## src/rtl/wdt_pkg.sv

```systemverilog
package wdt_pkg;

  // Register word indices (byte offset / 4)
  localparam int unsigned IDX_STATUS = 0;
  localparam int unsigned IDX_CTRL   = 1;
  localparam int unsigned IDX_COUNT  = 2;
  localparam int unsigned IDX_ACTION = 3;
  localparam int unsigned IDX_MATCH  = 4;
  localparam int unsigned IDX_PIN    = 5;
  localparam int unsigned IDX_PULSE  = 6;
  localparam int unsigned IDX_CAUSE  = 7;

  // Control bits
  localparam int unsigned CB_RUN    = 0;
  localparam int unsigned CB_CLEAR  = 1;
  localparam int unsigned CB_FREEZE = 2;

  // Action-enable bits
  localparam int unsigned AB_IRQ      = 0;
  localparam int unsigned AB_STOP     = 2;
  localparam int unsigned AB_INTRST   = 3;
  localparam int unsigned AB_EXTRST   = 4;
  localparam int unsigned AB_FORCEINT = 5;
  localparam int unsigned AB_FORCEEXT = 6;
  localparam logic [6:0]  ACTION_MASK = 7'h7D;

  typedef enum logic [1:0] {
    PIN_HOLD   = 2'd0,
    PIN_LOW    = 2'd1,
    PIN_HIGH   = 2'd2,
    PIN_TOGGLE = 2'd3
  } pin_act_e;

  // Strobes from the control block to the counting datapath
  typedef struct packed {
    logic run;
    logic clearNow;
    logic stopOnMatch;
    logic pulseStart;
  } strobe_t;

endpackage

```

## src/rtl/wdt_count_path.sv

```systemverilog
module wdt_count_path
  import wdt_pkg::*;
#(
  parameter int unsigned CNT_W       = 32,
  parameter int unsigned PULSE_W     = 16,
  parameter int unsigned PULSE_EXTRA = 6
) (
  input  logic               clk,
  input  logic               rstN,
  input  strobe_t            strb,
  input  logic [CNT_W-1:0]   matchVal,
  input  logic [PULSE_W-1:0] pulseLen,
  output logic [CNT_W-1:0]   cntVal,
  output logic               hit,
  output logic               pulseActive
);

  localparam int unsigned PCNT_W = PULSE_W + $clog2(PULSE_EXTRA + 1) + 1;

  logic [PCNT_W-1:0] pulseRem;

  assign hit         = strb.run && (cntVal == matchVal);
  assign pulseActive = (pulseRem != '0);

  always_ff @(posedge clk or negedge rstN) begin
    if (!rstN) begin
      cntVal <= '0;
    end else if (strb.clearNow) begin
      cntVal <= '0;
    end else if (hit && strb.stopOnMatch) begin
      cntVal <= '0;
    end else if (strb.run) begin
      cntVal <= cntVal + 1'b1;
    end
  end

  always_ff @(posedge clk or negedge rstN) begin
    if (!rstN) begin
      pulseRem <= '0;
    end else if (strb.pulseStart) begin
      pulseRem <= PCNT_W'(pulseLen) + PCNT_W'(PULSE_EXTRA);
    end else if (pulseRem != '0) begin
      pulseRem <= pulseRem - 1'b1;
    end
  end

endmodule

```

## src/rtl/wdt_reg_ctrl.sv

```systemverilog
module wdt_reg_ctrl
  import wdt_pkg::*;
#(
  parameter int unsigned DATA_W    = 32,
  parameter int unsigned ADDR_W    = 5,
  parameter int unsigned CNT_W     = 32,
  parameter int unsigned PULSE_W   = 16,
  parameter int unsigned CLR_DELAY = 2
) (
  input  logic               clk,
  input  logic               porN,
  input  logic               rstN,
  input  logic               dbgHalt,
  input  logic [ADDR_W-1:0]  regAddr,
  input  logic               regWrEn,
  input  logic [DATA_W-1:0]  regWrData,
  output logic [DATA_W-1:0]  regRdData,
  input  logic [CNT_W-1:0]   cntVal,
  input  logic               hit,
  input  logic               pulseActive,
  output strobe_t            strb,
  output logic [CNT_W-1:0]   matchVal,
  output logic [PULSE_W-1:0] pulseLen,
  output logic               irq,
  output logic               intRstReq,
  output logic               extRstOut,
  output logic               matchOut,
  output logic               wdtResetFlag
);

  localparam int unsigned IDX_W = ADDR_W - 2;
  localparam int unsigned DLY_W = $clog2(CLR_DELAY + 1);

  logic [IDX_W-1:0] wordIdx;
  logic             aligned;
  logic             wrStatus, wrCtrl, wrAction, wrMatch, wrPin, wrPulse;

  logic             runEn;
  logic             freezeEn;
  logic [DLY_W-1:0] clrDly;
  logic             stopped;
  logic [6:0]       actBits;
  logic             intStat;
  logic             intLatch;
  logic             pinState;
  pin_act_e         pinAct;
  logic             causeFlag;

  assign wordIdx  = regAddr[ADDR_W-1:2];
  assign aligned  = (regAddr[1:0] == 2'b00);
  assign wrStatus = regWrEn && aligned && (wordIdx == IDX_W'(IDX_STATUS));
  assign wrCtrl   = regWrEn && aligned && (wordIdx == IDX_W'(IDX_CTRL));
  assign wrAction = regWrEn && aligned && (wordIdx == IDX_W'(IDX_ACTION));
  assign wrMatch  = regWrEn && aligned && (wordIdx == IDX_W'(IDX_MATCH));
  assign wrPin    = regWrEn && aligned && (wordIdx == IDX_W'(IDX_PIN));
  assign wrPulse  = regWrEn && aligned && (wordIdx == IDX_W'(IDX_PULSE));

  // Strobes toward the datapath
  always_comb begin
    strb.run         = runEn && !(freezeEn && dbgHalt) && !stopped;
    strb.clearNow    = (clrDly == DLY_W'(1));
    strb.stopOnMatch = actBits[AB_STOP];
    strb.pulseStart  = hit && actBits[AB_EXTRST];
  end

  // Control register and delayed clear sequencing
  always_ff @(posedge clk or negedge rstN) begin
    if (!rstN) begin
      runEn    <= 1'b0;
      freezeEn <= 1'b0;
      clrDly   <= '0;
    end else begin
      if (wrCtrl) begin
        runEn    <= regWrData[CB_RUN];
        freezeEn <= regWrData[CB_FREEZE];
      end
      if (wrCtrl && regWrData[CB_CLEAR]) begin
        clrDly <= DLY_W'(CLR_DELAY);
      end else if (clrDly != '0) begin
        clrDly <= clrDly - 1'b1;
      end
    end
  end

  // Halt-after-match state
  always_ff @(posedge clk or negedge rstN) begin
    if (!rstN) begin
      stopped <= 1'b0;
    end else if (strb.clearNow) begin
      stopped <= 1'b0;
    end else if (hit && actBits[AB_STOP]) begin
      stopped <= 1'b1;
    end
  end

  // Configuration registers
  always_ff @(posedge clk or negedge rstN) begin
    if (!rstN) begin
      actBits  <= '0;
      matchVal <= '0;
      pulseLen <= '0;
    end else begin
      if (wrAction) actBits  <= regWrData[6:0] & ACTION_MASK;
      if (wrMatch)  matchVal <= regWrData[CNT_W-1:0];
      if (wrPulse)  pulseLen <= regWrData[PULSE_W-1:0];
    end
  end

  // Interrupt status: set on match wins over write-one-to-clear
  always_ff @(posedge clk or negedge rstN) begin
    if (!rstN) begin
      intStat <= 1'b0;
    end else if (hit && actBits[AB_IRQ]) begin
      intStat <= 1'b1;
    end else if (wrStatus && regWrData[0]) begin
      intStat <= 1'b0;
    end
  end

  // Internal reset request latch
  always_ff @(posedge clk or negedge rstN) begin
    if (!rstN) begin
      intLatch <= 1'b0;
    end else if (hit && actBits[AB_INTRST]) begin
      intLatch <= 1'b1;
    end
  end

  // Match output pin
  always_ff @(posedge clk or negedge rstN) begin
    if (!rstN) begin
      pinState <= 1'b0;
      pinAct   <= PIN_HOLD;
    end else if (wrPin) begin
      pinState <= regWrData[0];
      pinAct   <= pin_act_e'(regWrData[5:4]);
    end else if (hit) begin
      case (pinAct)
        PIN_LOW:    pinState <= 1'b0;
        PIN_HIGH:   pinState <= 1'b1;
        PIN_TOGGLE: pinState <= ~pinState;
        default:    pinState <= pinState;
      endcase
    end
  end

  assign irq       = intStat;
  assign intRstReq = intLatch | actBits[AB_FORCEINT];
  assign extRstOut = pulseActive | actBits[AB_FORCEEXT];
  assign matchOut  = pinState;

  // Reset cause flag lives in the power-on domain
  always_ff @(posedge clk or negedge porN) begin
    if (!porN) begin
      causeFlag <= 1'b0;
    end else if (intRstReq || extRstOut) begin
      causeFlag <= 1'b1;
    end
  end

  assign wdtResetFlag = causeFlag;

  // Read mux
  always_comb begin
    regRdData = '0;
    if (aligned) begin
      case (wordIdx)
        IDX_W'(IDX_STATUS): regRdData = DATA_W'(intStat);
        IDX_W'(IDX_CTRL):   regRdData = DATA_W'({freezeEn, (clrDly != '0), runEn});
        IDX_W'(IDX_COUNT):  regRdData = DATA_W'(cntVal);
        IDX_W'(IDX_ACTION): regRdData = DATA_W'(actBits);
        IDX_W'(IDX_MATCH):  regRdData = DATA_W'(matchVal);
        IDX_W'(IDX_PIN):    regRdData = DATA_W'({pinAct, 3'b000, pinState});
        IDX_W'(IDX_PULSE):  regRdData = DATA_W'(pulseLen);
        IDX_W'(IDX_CAUSE):  regRdData = DATA_W'(causeFlag);
        default:            regRdData = '0;
      endcase
    end
  end

endmodule

```

## src/rtl/wdt_match_timer.sv

```systemverilog
module wdt_match_timer
  import wdt_pkg::*;
#(
  parameter int unsigned DATA_W      = 32,
  parameter int unsigned ADDR_W      = 5,
  parameter int unsigned CNT_W       = 32,
  parameter int unsigned PULSE_W     = 16,
  parameter int unsigned PULSE_EXTRA = 6,
  parameter int unsigned CLR_DELAY   = 2
) (
  input  logic              clk,
  input  logic              porN,
  input  logic              rstN,
  input  logic              dbgHalt,
  input  logic [ADDR_W-1:0] regAddr,
  input  logic              regWrEn,
  input  logic [DATA_W-1:0] regWrData,
  output logic [DATA_W-1:0] regRdData,
  output logic              irq,
  output logic              intRstReq,
  output logic              extRstOut,
  output logic              matchOut,
  output logic              wdtResetFlag
);

  strobe_t            strb;
  logic [CNT_W-1:0]   cntVal;
  logic [CNT_W-1:0]   matchVal;
  logic [PULSE_W-1:0] pulseLen;
  logic               hit;
  logic               pulseActive;

  wdt_reg_ctrl #(
    .DATA_W   (DATA_W),
    .ADDR_W   (ADDR_W),
    .CNT_W    (CNT_W),
    .PULSE_W  (PULSE_W),
    .CLR_DELAY(CLR_DELAY)
  ) u_ctrl (
    .clk         (clk),
    .porN        (porN),
    .rstN        (rstN),
    .dbgHalt     (dbgHalt),
    .regAddr     (regAddr),
    .regWrEn     (regWrEn),
    .regWrData   (regWrData),
    .regRdData   (regRdData),
    .cntVal      (cntVal),
    .hit         (hit),
    .pulseActive (pulseActive),
    .strb        (strb),
    .matchVal    (matchVal),
    .pulseLen    (pulseLen),
    .irq         (irq),
    .intRstReq   (intRstReq),
    .extRstOut   (extRstOut),
    .matchOut    (matchOut),
    .wdtResetFlag(wdtResetFlag)
  );

  wdt_count_path #(
    .CNT_W      (CNT_W),
    .PULSE_W    (PULSE_W),
    .PULSE_EXTRA(PULSE_EXTRA)
  ) u_path (
    .clk        (clk),
    .rstN       (rstN),
    .strb       (strb),
    .matchVal   (matchVal),
    .pulseLen   (pulseLen),
    .cntVal     (cntVal),
    .hit        (hit),
    .pulseActive(pulseActive)
  );

endmodule

```

## config.mk

```make
export PLATFORM = sky130hd
export DESIGN_NAME = wdt_match_timer
export DESIGN_NICKNAME = d
export VERILOG_FILES = /design/src/rtl/wdt_pkg.sv /design/src/rtl/wdt_count_path.sv /design/src/rtl/wdt_reg_ctrl.sv /design/src/rtl/wdt_match_timer.sv
export SDC_FILE = /design/constraint.sdc
export NUM_CORES = 1
export LEC_CHECK = 0
export BUFFER_PORTS_ARGS = -buffer_cell sky130_fd_sc_hd__buf_2
export CORE_MARGIN = 8
export CORE_UTILIZATION = 55
export DETAILED_ROUTE_END_ITERATION = 8
export GPL_TIMING_DRIVEN = 0
export PLACE_DENSITY_LB_ADDON = 0.25
export SYNTH_ARGS = -nofsm -noshare
export SYNTH_HDL_FRONTEND = slang
export SYNTH_SLANG_ARGS = --single-unit
```

## constraint.sdc

```tcl
create_clock -name clk -period 2.7 [get_ports clk]
set_input_delay 0.27 -clock clk [delete_from_list [all_inputs] [get_ports clk]]
set_output_delay 0.27 -clock clk [all_outputs]
set_load 0.02 [all_outputs]
```

# ---- Yosys cells after proc, flatten, opt, wreduce, memory -nomap -nowiden
# Index checks and enable logic that the tools add are counted.
dict set report op_classes {
  addsub 4
  eq_ne 12
  mux 16
  bitwise 3
  reduce_logical 32
}
# operator n
set op_table {}
lappend op_table {{$pmux 32 s8} 1}
lappend op_table {{$mux 32} 4}
lappend op_table {{$mux 20} 2}
lappend op_table {{$add 32x1->32 const B} 1}
lappend op_table {{$eq 32x32->1} 1}
lappend op_table {{$reduce_bool 20->1} 1}
lappend op_table {{$sub 20x1->20 const B} 1}
lappend op_table {{$add 16x3->17 const B} 1}
lappend op_table {{$logic_and 1x1->1} 17}
lappend op_table {{$eq 3x3->1 const B} 4}
lappend op_table {{$reduce_bool 2->1} 6}
lappend op_table {{$eq 3x2->1 const B} 2}
lappend op_table {{$mux 1} 6}
lappend op_table {{$eq 2x1->1 const B} 2}
lappend op_table {{$eq 2x2->1 const B} 2}
lappend op_table {{$mux 2} 2}
lappend op_table {{$reduce_bool 4->1} 1}
lappend op_table {{$eq 3x1->1 const B} 1}
lappend op_table {{$logic_not 3->1} 1}
lappend op_table {{$pmux 1 s3} 1}
lappend op_table {{$reduce_bool 3->1} 1}
lappend op_table {{$logic_not 1->1} 2}
lappend op_table {{$logic_not 2->1} 1}
lappend op_table {{$or 1x1->1} 2}
lappend op_table {{4 further kinds} 4}
dict set report totals {
  reg_bits 117
  inputBits 42
  out_inout_bits 37
  wordCells 81
}

# ---- Longest topological paths before layout
# Gate-level depths: netlist of run 1.
dict set report depth {
  ltp_word 8
  depth_mapped 8
  ltp_nobuf 8
}

# ---- Modules after synthesis
# Synthesis of run 1 repeated with hierarchy kept, for this count alone.
dict set report hier_totals {
  hier_cells 675
  hier_area_um2 6971.7
}
# module n_inst cells_per_inst area_per_inst_um2 seq_area_each_um2
set by_module_without_submodules {}
lappend by_module_without_submodules {wdt_reg_ctrl 1 287 3557.2 1626.6}
lappend by_module_without_submodules {wdt_count_path 1 388 3414.5 1301.2}

# ---- Worst setup path after synthesis of run 1
# OpenSTA, ideal clock, no wires.
dict set report synth_path {
  path_type {register -> register}
  startpoint {register u_path.cntVal[10]}
  endpoint {register u_path.cntVal[0]}
  setup_ns 0.121
  arrival_ns 2.191
  required_ns 2.579
  setup_slack_ns 0.388
  path_stages_with_launch 8
  path_buffers 1
  period_less_slack_ns 2.312
  cell_sequence {dfrtp_1 xnor2_1 o221ai_1 or4_4 nor4_4 a21o_2 buf_2 nor2_1}
}
dict set report synth_between {
  elab_chain_cells 5
  word_cells_on_any_way 6
  classes_between {eq/ne: 1; mux: 2; reduce/logical: 3}
}
# item line
set synth_lines {}
lappend synth_lines {{start: declaration} wdt_count_path.sv:13} ;# output logic [CNT_W-1:0] cntVal,
lappend synth_lines {{start signal: assignment} wdt_count_path.sv:33} ;# cntVal <= cntVal + 1'b1;
lappend synth_lines {{$eq 32x32->1 (*)} wdt_count_path.sv:22} ;# assign hit = strb.run && (cntVal == matchVal);
lappend synth_lines {{$logic_and 1x1->1 (*)} wdt_count_path.sv:22}
lappend synth_lines {{$logic_and 1x1->1 (*)} wdt_count_path.sv:30} ;# end else if (hit && strb.stopOnMatch) begin
lappend synth_lines {{$mux 32} wdt_count_path.sv:30}
lappend synth_lines {{$mux 32} wdt_count_path.sv:28} ;# end else if (strb.clearNow) begin
# Every way passes the cells marked *; elsewhere a longest branch is shown, timed or not.
# A chain may end at the register's enable or synchronous reset.

# ---- Worst setup path after layout of run 1
dict set report layout_path {
  startpoint {register u_path.cntVal[5]}
  endpoint {register u_path.cntVal[28]}
}
dict set report layout_between {
  elab_chain_cells 5
  word_cells_on_any_way 8
  classes_between {add/sub: 1; eq/ne: 1; mux: 3; reduce/logical: 3}
}
# item
set layout_lines {}
lappend layout_lines {{branches (longest 5 deep; another with $add 32x1->32)}}
# Several ways; the timed one is not identified. The select of a mux whose other input is x is not followed.

==> reports/qor_table.md, run 1 <==
| Parameter | This run | Unit |
|:---|:---|:---|
| Outcome | complete, no violations | - |
| Sw power | 1650 | uW |
| Synthesized area per cell | 10.1 | um^2 |
| End of the worst register-to-register path | u_path.cntVal[28]$_DFFE_PN0P_ | - |
| Most frequent cells in the layout | sky130_fd_sc_hd__dfrtp_1, sky130_fd_sc_hd__nor2_1, sky130_fd_sc_hd__buf_2 | - |
| Depth of the worst register-to-register path | 7 | - |
| Share of cells above drive strength 1 | 26.7 | % |
| Switching Fraction | 29.4 | % |
| Number of vias in the routed layout | 5364 | - |
| CTS tree | done | - |
| Worst endpoint required time | 3000 | ps |
| Pins Over Slew Limit | 0 | - |
| Top fanout value on the critical path | 8 | - |
| Post-route worst setup slack | 163 | ps |
| Hold Crit Depth | 2 | - |
| Arr. time, crit path | 2840 | ps |
| Detail Route Antenna Nets | 0 | - |
| Maximum clock rate | 394 | MHz |
| Instance count of the mapped netlist | 656 | - |
| Worst setup slack before clock tree synthesis | -223 | ps |
| Combinational power share | 18.8 | % |
| Number of iterations in the first detailed-routing pass | 5 | - |
| GRT met3 Usage | 4.73 | % |
| Most used flip-flop cell after synthesis | sky130_fd_sc_hd__dfrtp_1 | - |
| Detailed router's first-iteration violation count | 344 | - |
| Initial Util | 55.8 | % |
| Total I/O pin count | 79 | - |
| Number of filler instances in the final layout | 912 | - |
| Reg2Reg Setup Slack | 160 | ps |
| Die boundary height | 126 | um |
| Met1 demand-to-capacity share in global routing | 25.9 | % |
| Mapped Area | 6620 | um^2 |
| Routability congestion estimate from global placement | 0.898 | - |
| DRC Markers | 0 | - |
| Most utilized layer in the global route result | met2 | - |
| Area enclosed by the die boundary | 15800 | um^2 |
| Clock tree root driver cell | sky130_fd_sc_hd__clkbuf_16 | - |
| Leakage power summed over all cells | 0.00380 | uW |
| Latest clock arrival within the worst-skew pair | 420 | ps |
| Clock share of power | 40.0 | % |
| Vias in the first global route | 5855 | - |
| FP Rows | 40 | - |
| Sequential cell area | 2930 | um^2 |
| Final count of hold timing violations | 0 | - |
| GRT Resource Usage Total | 23.0 | % |
| Minimum hold slack | 84.1 | ps |
| Clock Sink Count | 117 | - |
| ANT cells | 0 | - |
| Critical Path Source Type | register | - |
| Areal power density over the cells | 706 | nW/um^2 |
| RR Startpoint | u_path.cntVal[5]$_DFFE_PN0P_ | - |
| Synth Warn # | 0 | - |
| Distinct cell type count of the synthesized netlist | 51 | - |
| Critical hold path startpoint | regWrData[18] | - |
| Synthesized netlist net count | 706 | - |
| Clock H-tree levels | 4 | - |
| Total Routed Length | 17500 | um |
| Antenna violations before repair | 0 | - |
| Number of clock buffers inserted by TritonCTS | 17 | - |
| Deepest clock path buffer count | 2 | - |
| Input/output buffers | 77 | - |
| Met2 global-route usage | 40.0 | % |
| Path class of the lowest-slack min-delay path | primary input to register | - |
| Total of endpoints with negative setup slack in the final report | 0 | - |
| Worst slew pin tran | 695 | ps |
| Total internal power | 3940 | uW |
| Period utilization | 94.0 | % |
| First-pass GRT wire length | 29000 | um |
| Number of enable-type register cells in the synthesized netlist | 0 | - |
| CORE AREA | 11900 | um^2 |
| Most frequent standard cell in the layout excluding fill and tap cells | sky130_fd_sc_hd__dfrtp_1 | - |
| Worst min-delay path endpoint | u_ctrl.matchVal[18]$_DFFE_PN0P_ | - |
| Number of synthesized register bits | 117 | - |
| Nets | 809 | - |
| Final core occ | 66.8 | % |
| Peak supply drop | 444 | uV |
| Async set-reset flop share out of synthesis | 100 | % |
| Period minus WS final | 2540 | ps |
| GR Overflow Total | 0 | - |
| Worst clock skew | 5.86 | ps |
| Clock-pin slew reported for the worst setup and hold paths after clock tree synthesis | 50 | ps |
| Horiz. Die Dim | 126 | um |
| Routed wire per std cell | 19.1 | um |
| Max cap viols | 0 | - |
| Area growth from synthesis to final layout | 19.7 | % |
| Sequential cell fraction of total power | 41.3 | % |
| Placed wire-length estimate | 12700 | um |
| Sequential-to-total area share from yosys stat | 44.2 | % |
| RSZ-0062 raised after global routing | yes | - |
| Critical Setup Path Class | register to register | - |
| Combined area of the multi-input logic cells | 3550 | um^2 |
| Vias per cell | 5.84 | - |
| Crit path capture type | register | - |
| Summed area of non-filler cells in the final layout | 7920 | um^2 |
| Post-detailed-placement cell area | 7220 | um^2 |
| Rel. slew slack | 53.7 | % |
| Maximum number of pins on one net before global-route repair | 62 | - |
worst max-delay path, cell delays in order (launching register included):
cell,delay [ps]
sky130_fd_sc_hd__dfrtp_1,320
sky130_fd_sc_hd__clkbuf_1,320
sky130_fd_sc_hd__and4_1,360
sky130_fd_sc_hd__nand4_1,440
sky130_fd_sc_hd__nor4_4,570
sky130_fd_sc_hd__nand3_1,170
sky130_fd_sc_hd__xor2_1,180
sky130_fd_sc_hd__nor2_1,60
state kept, by name, indices dropped and copies added (netlist names):
signal               cells
u_ctrl.matchOut          1
u_ctrl.actBits           6
u_ctrl.stopped           1
u_path.cntVal           32
u_ctrl.pulseLen         16
u_ctrl.irq               1
u_ctrl.runEn             1
u_ctrl.matchVal         32
u_ctrl.intLatch          1
u_path.pulseRem         20
u_ctrl.pinAct            2
u_ctrl.freezeEn          1
u_ctrl.clrDly            2
u_ctrl.wdtResetFlag      1
layer usage:
layer / wire [um] / part of all wire (%)
met1: 7240 / 41
met2: 9040 / 52
met3: 645 / 3.7
met4: 607 / 3.5
met5: 0 / 0
power by group through the flow:
stage	clock, uW	combinational, uW	sequential [uW]
floorplan	0	747	2230
finish	2240	1050	2310
global route	2340	1160	2340
global placement	0	980	2300
detailed placement	0	1020	2320
CTS	2270	1050	2300
synth_stat cells (all sizes together), types with 2 or more instances:
cell    number  share of area, %
a221oi       3              0.40
nor4b        2              0.26
inv         16              0.91
nor2b        9              0.85
nor2        84               4.8
a22o         3              0.42
a222oi       2              0.30
clkbuf      20               1.2
nor3b        2              0.23
nand2b       3              0.28
ha           8               1.5
a21o         2              0.26
buf         13              0.91
nand3       24               1.8
or3          4              0.38
mux2i       21               3.2
or4          3              0.40
nand4       13               1.2
nand2       48               2.8
dfrtp      117                44
nor3        10              0.76
and2         5              0.49
xor2        64               8.5
o21ai       11              0.83
or2          2              0.19
a22oi       27               3.1
xnor2       25               3.3
a21oi       11              0.83
and4         2              0.26
and3        10              0.95
mux2        68                12
nor4        14               1.5
how the worst max path moves through the flow:
stage,start,endpoint,depth (start not counted)
finish,u_path.cntVal[5]$_DFFE_PN0P_,u_path.cntVal[28]$_DFFE_PN0P_,7
CTS,u_path.pulseRem[4]$_DFFE_PN0P_,extRstOut,4
global route,u_path.cntVal[5]$_DFFE_PN0P_,u_path.cntVal[18]$_DFFE_PN0P_,7
floorplan,u_path.cntVal[10]$_DFFE_PN0P_,u_path.cntVal[0]$_DFFE_PN0P_,7
global placement,u_path.cntVal[3]$_DFFE_PN0P_,u_path.cntVal[18]$_DFFE_PN0P_,8
detailed placement,u_path.cntVal[10]$_DFFE_PN0P_,u_path.cntVal[16]$_DFFE_PN0P_,7
cell families (layout without fill, tap and decap cells):
| kind of cell | count (synthesis) | count (layout) | synth area share, % |
|---|---|---|---|
| adders and majority gates | 8 | 8 | 1.51 |
| AOI/OAI and AO/OA | 66 | 66 | 6.96 |
| buffers and inverters | 49 | 165 | 2.97 |
| DFF | 117 | 117 | 44.2 |
| xor gates and xnor gates | 89 | 89 | 11.8 |
| and+or+nand+nor | 237 | 237 | 17.5 |
| muxes | 90 | 90 | 15.1 |
what timing repair did:
action	4_1_cts	5_1_grt
setup endpoints to repair	47	33
buffers inserted	4	0
hold endpoints to repair	61	0
gates resized for setup	1	13
cloned	0	0
hold buffers	2	0
pin swaps	1	0
area by class of cell:
cell class	instances	share of cell area [%]
inverter	16	0.758
clock inverter	10	1.30
timing repair buffer	84	5.92
multi-input combinational	490	44.9
buffer	33	1.77
sequential	117	37.0
clock buffer	22	6.11
tap	147	2.32
metrics by stage:
step                      setup TNS (ps)  total power (uW)  instances
final                                  0              5590        919
after global routing               -31.4              5840        919
after CTS                              0              5610        919
after detailed placement           -7960              3350        881
after global placement            -16400              3280        880
after floorplan                        0              2980        656
No activity file was read; power rests on OpenSTA's default activity.
==> inputs of run 2 (changes only) <==
CAP_MARGIN = 10   (was not set)
CORE_MARGIN = 1   (was 8)
==> reports/qor_table.md, run 2 (same netlist as run 1, synthesis figures left out) <==
| Parameter | This run | Unit |
|:---|:---|:---|
| Outcome | finished with violations | - |
| Failing checks | design-rule violations | - |
| Critical Path Source Type | register | - |
| Detail Route Antenna Nets | 0 | - |
| Registers with the most flip-flops | u_ctrl.matchVal x32, u_path.cntVal x32, u_path.pulseRem x20 | - |
| Critical Setup Path Class | register to register | - |
| Critical hold path startpoint | regWrData[22] | - |
| Deepest clock path buffer count | 2 | - |
| Worst clock skew | 5.91 | ps |
| Pins Over Slew Limit | 0 | - |
| Period minus WS final | 2580 | ps |
| Max cap viols | 0 | - |
| Number of vias in the routed layout | 5351 | - |
| Crit path capture type | register | - |
| Input/output buffers | 77 | - |
| Worst endpoint required time | 3000 | ps |
| Peak supply drop | 483 | uV |
| Summed area of non-filler cells in the final layout | 7950 | um^2 |
| DRC Markers | 3 | - |
| Latest clock arrival within the worst-skew pair | 420 | ps |
| Area growth from synthesis to final layout | 20.1 | % |
| Die boundary height | 112 | um |
| Combined area of the multi-input logic cells | 3540 | um^2 |
| Total of endpoints with negative setup slack in the final report | 0 | - |
| Clock H-tree levels | 4 | - |
| Routability congestion estimate from global placement | 0.921 | - |
| Final count of hold timing violations | 0 | - |
| Clock Sink Count | 117 | - |
| Most frequent cells in the layout | sky130_fd_sc_hd__dfrtp_1, sky130_fd_sc_hd__nor2_1, sky130_fd_sc_hd__buf_2 | - |
| GRT Resource Usage Total | 28.5 | % |
| Startpoint of the most critical setup path | u_path.cntVal[5]$_DFFE_PN0P_ | - |
| Number of filler instances in the final layout | 900 | - |
| Rel. slew slack | 43.5 | % |
| ANT cells | 0 | - |
| Horiz. Die Dim | 112 | um |
| Sequential cell area | 2930 | um^2 |
| Arr. time, crit path | 2890 | ps |
| Post-detailed-placement cell area | 7220 | um^2 |
| Worst slew pin tran | 839 | ps |
| Number of clock buffers inserted by TritonCTS | 17 | - |
| Maximum number of pins on one net before global-route repair | 85 | - |
| Routed wire per std cell | 18.2 | um |
| CORE AREA | 11600 | um^2 |
| Share of cells above drive strength 1 | 26.6 | % |
| Total I/O pin count | 79 | - |
| Top fanout value on the critical path | 8 | - |
| Number of iterations in the first detailed-routing pass | 9 | - |
| Vias per cell | 5.86 | - |
| Leakage power summed over all cells | 0.00377 | uW |
| Path class of the lowest-slack min-delay path | primary input to register | - |
| FP Rows | 39 | - |
| First-pass GRT wire length | 27200 | um |
| Total Routed Length | 16600 | um |
| Maximum clock rate | 387 | MHz |
| Period utilization | 95.6 | % |
| Initial Util | 57.2 | % |
| Area enclosed by the die boundary | 12500 | um^2 |
| RSZ-0062 raised after global routing | yes | - |
| CTS tree | done | - |
| Detailed router's first-iteration violation count | 409 | - |
| RR Startpoint | u_path.cntVal[5]$_DFFE_PN0P_ | - |
| Nets | 807 | - |
| Final setup TNS | 0 | ps |
| Antenna violations before repair | 0 | - |
| Clock tree root driver cell | sky130_fd_sc_hd__clkbuf_16 | - |
| Clock-pin slew reported for the worst setup and hold paths after clock tree synthesis | 60 | ps |
| Placed wire-length estimate | 12100 | um |
| GR Overflow Total | 0 | - |
| Vias in the first global route | 5436 | - |
| Minimum hold slack | 73.8 | ps |
| Areal power density over the cells | 729 | nW/um^2 |
| Most frequent standard cell in the layout excluding fill and tap cells | sky130_fd_sc_hd__dfrtp_1 | - |
## run 2: area by class of cell
cell class	instances	area share, %
Sequential cell	117	36.8
Multi-Input combinational cell	490	44.5
Clock buffer	18	5.52
Clock inverter	14	2.61
Timing Repair Buffer	83	5.81
Tap cell	143	2.25
Inverter	16	0.755
Buffer	32	1.72
## run 2: final timing paths
path | to | depth (start not counted) | slack, ps
max | u_path.cntVal[30]$_DFFE_PN0P_ | 7 | 120
min | u_ctrl.matchVal[22]$_DFFE_PN0P_ | 2 | 70
max reg2reg | u_path.cntVal[30]$_DFFE_PN0P_ | 7 | 120
min reg2reg | u_ctrl.intLatch$_DFFE_PN0P_ | 1 | 460
max in group asynchronous | u_path.cntVal[27]$_DFFE_PN0P_ | 3 | 1670
min in group asynchronous | u_ctrl.wdtResetFlag$_DFFE_PN0P_ | 2 | 150
## run 2: routing by layer
metal / GRT usage, % / up-vias / wire (um)
li1: - / 2498 / -
met1: 33.9 / 2606 / 6740
met2: 49.2 / 200 / 8410
met3: 5.82 / 47 / 909
met4: 13.9 / 0 / 576
met5: 0 / - / 0
## run 2: critical path, stage by stage (launching register included)
cell and delay, ps:
sky130_fd_sc_hd__dfrtp_1 320, sky130_fd_sc_hd__clkbuf_1 340, sky130_fd_sc_hd__and4_1 340, sky130_fd_sc_hd__nand4_1 390
sky130_fd_sc_hd__nor4_2 650, sky130_fd_sc_hd__nand3_1 170, sky130_fd_sc_hd__xor2_1 180, sky130_fd_sc_hd__nor2_1 70
## run 2: report_power, final
| part | internal, uW | total (uW) | switching, uW |
|---|---|---|---|
| combinational | 488 | 1030 | 545 |
| sequential | 2010 | 2300 | 291 |
| clock | 1650 | 2460 | 812 |
## run 2: what timing repair did
action                                 CTS  global route
endpoints found under the hold margin   33             0
hold buffers                             2             0
pin swaps                                1             0
setup buffers                            3             0
setup endpoints to repair               57            53
gates resized for setup                  2            10
## run 2: per-stage QoR
stage	std cells	util, %	setup WS, ps	total power (uW)
after CTS	914	68.5	-13.9	5810
after global placement	876	62.1	-481	3270
after floorplan	656	-	388	2980
final	913	68.8	119	5800
after detailed placement	877	62.4	-510	3330
after global routing	913	68.8	-23.4	6060
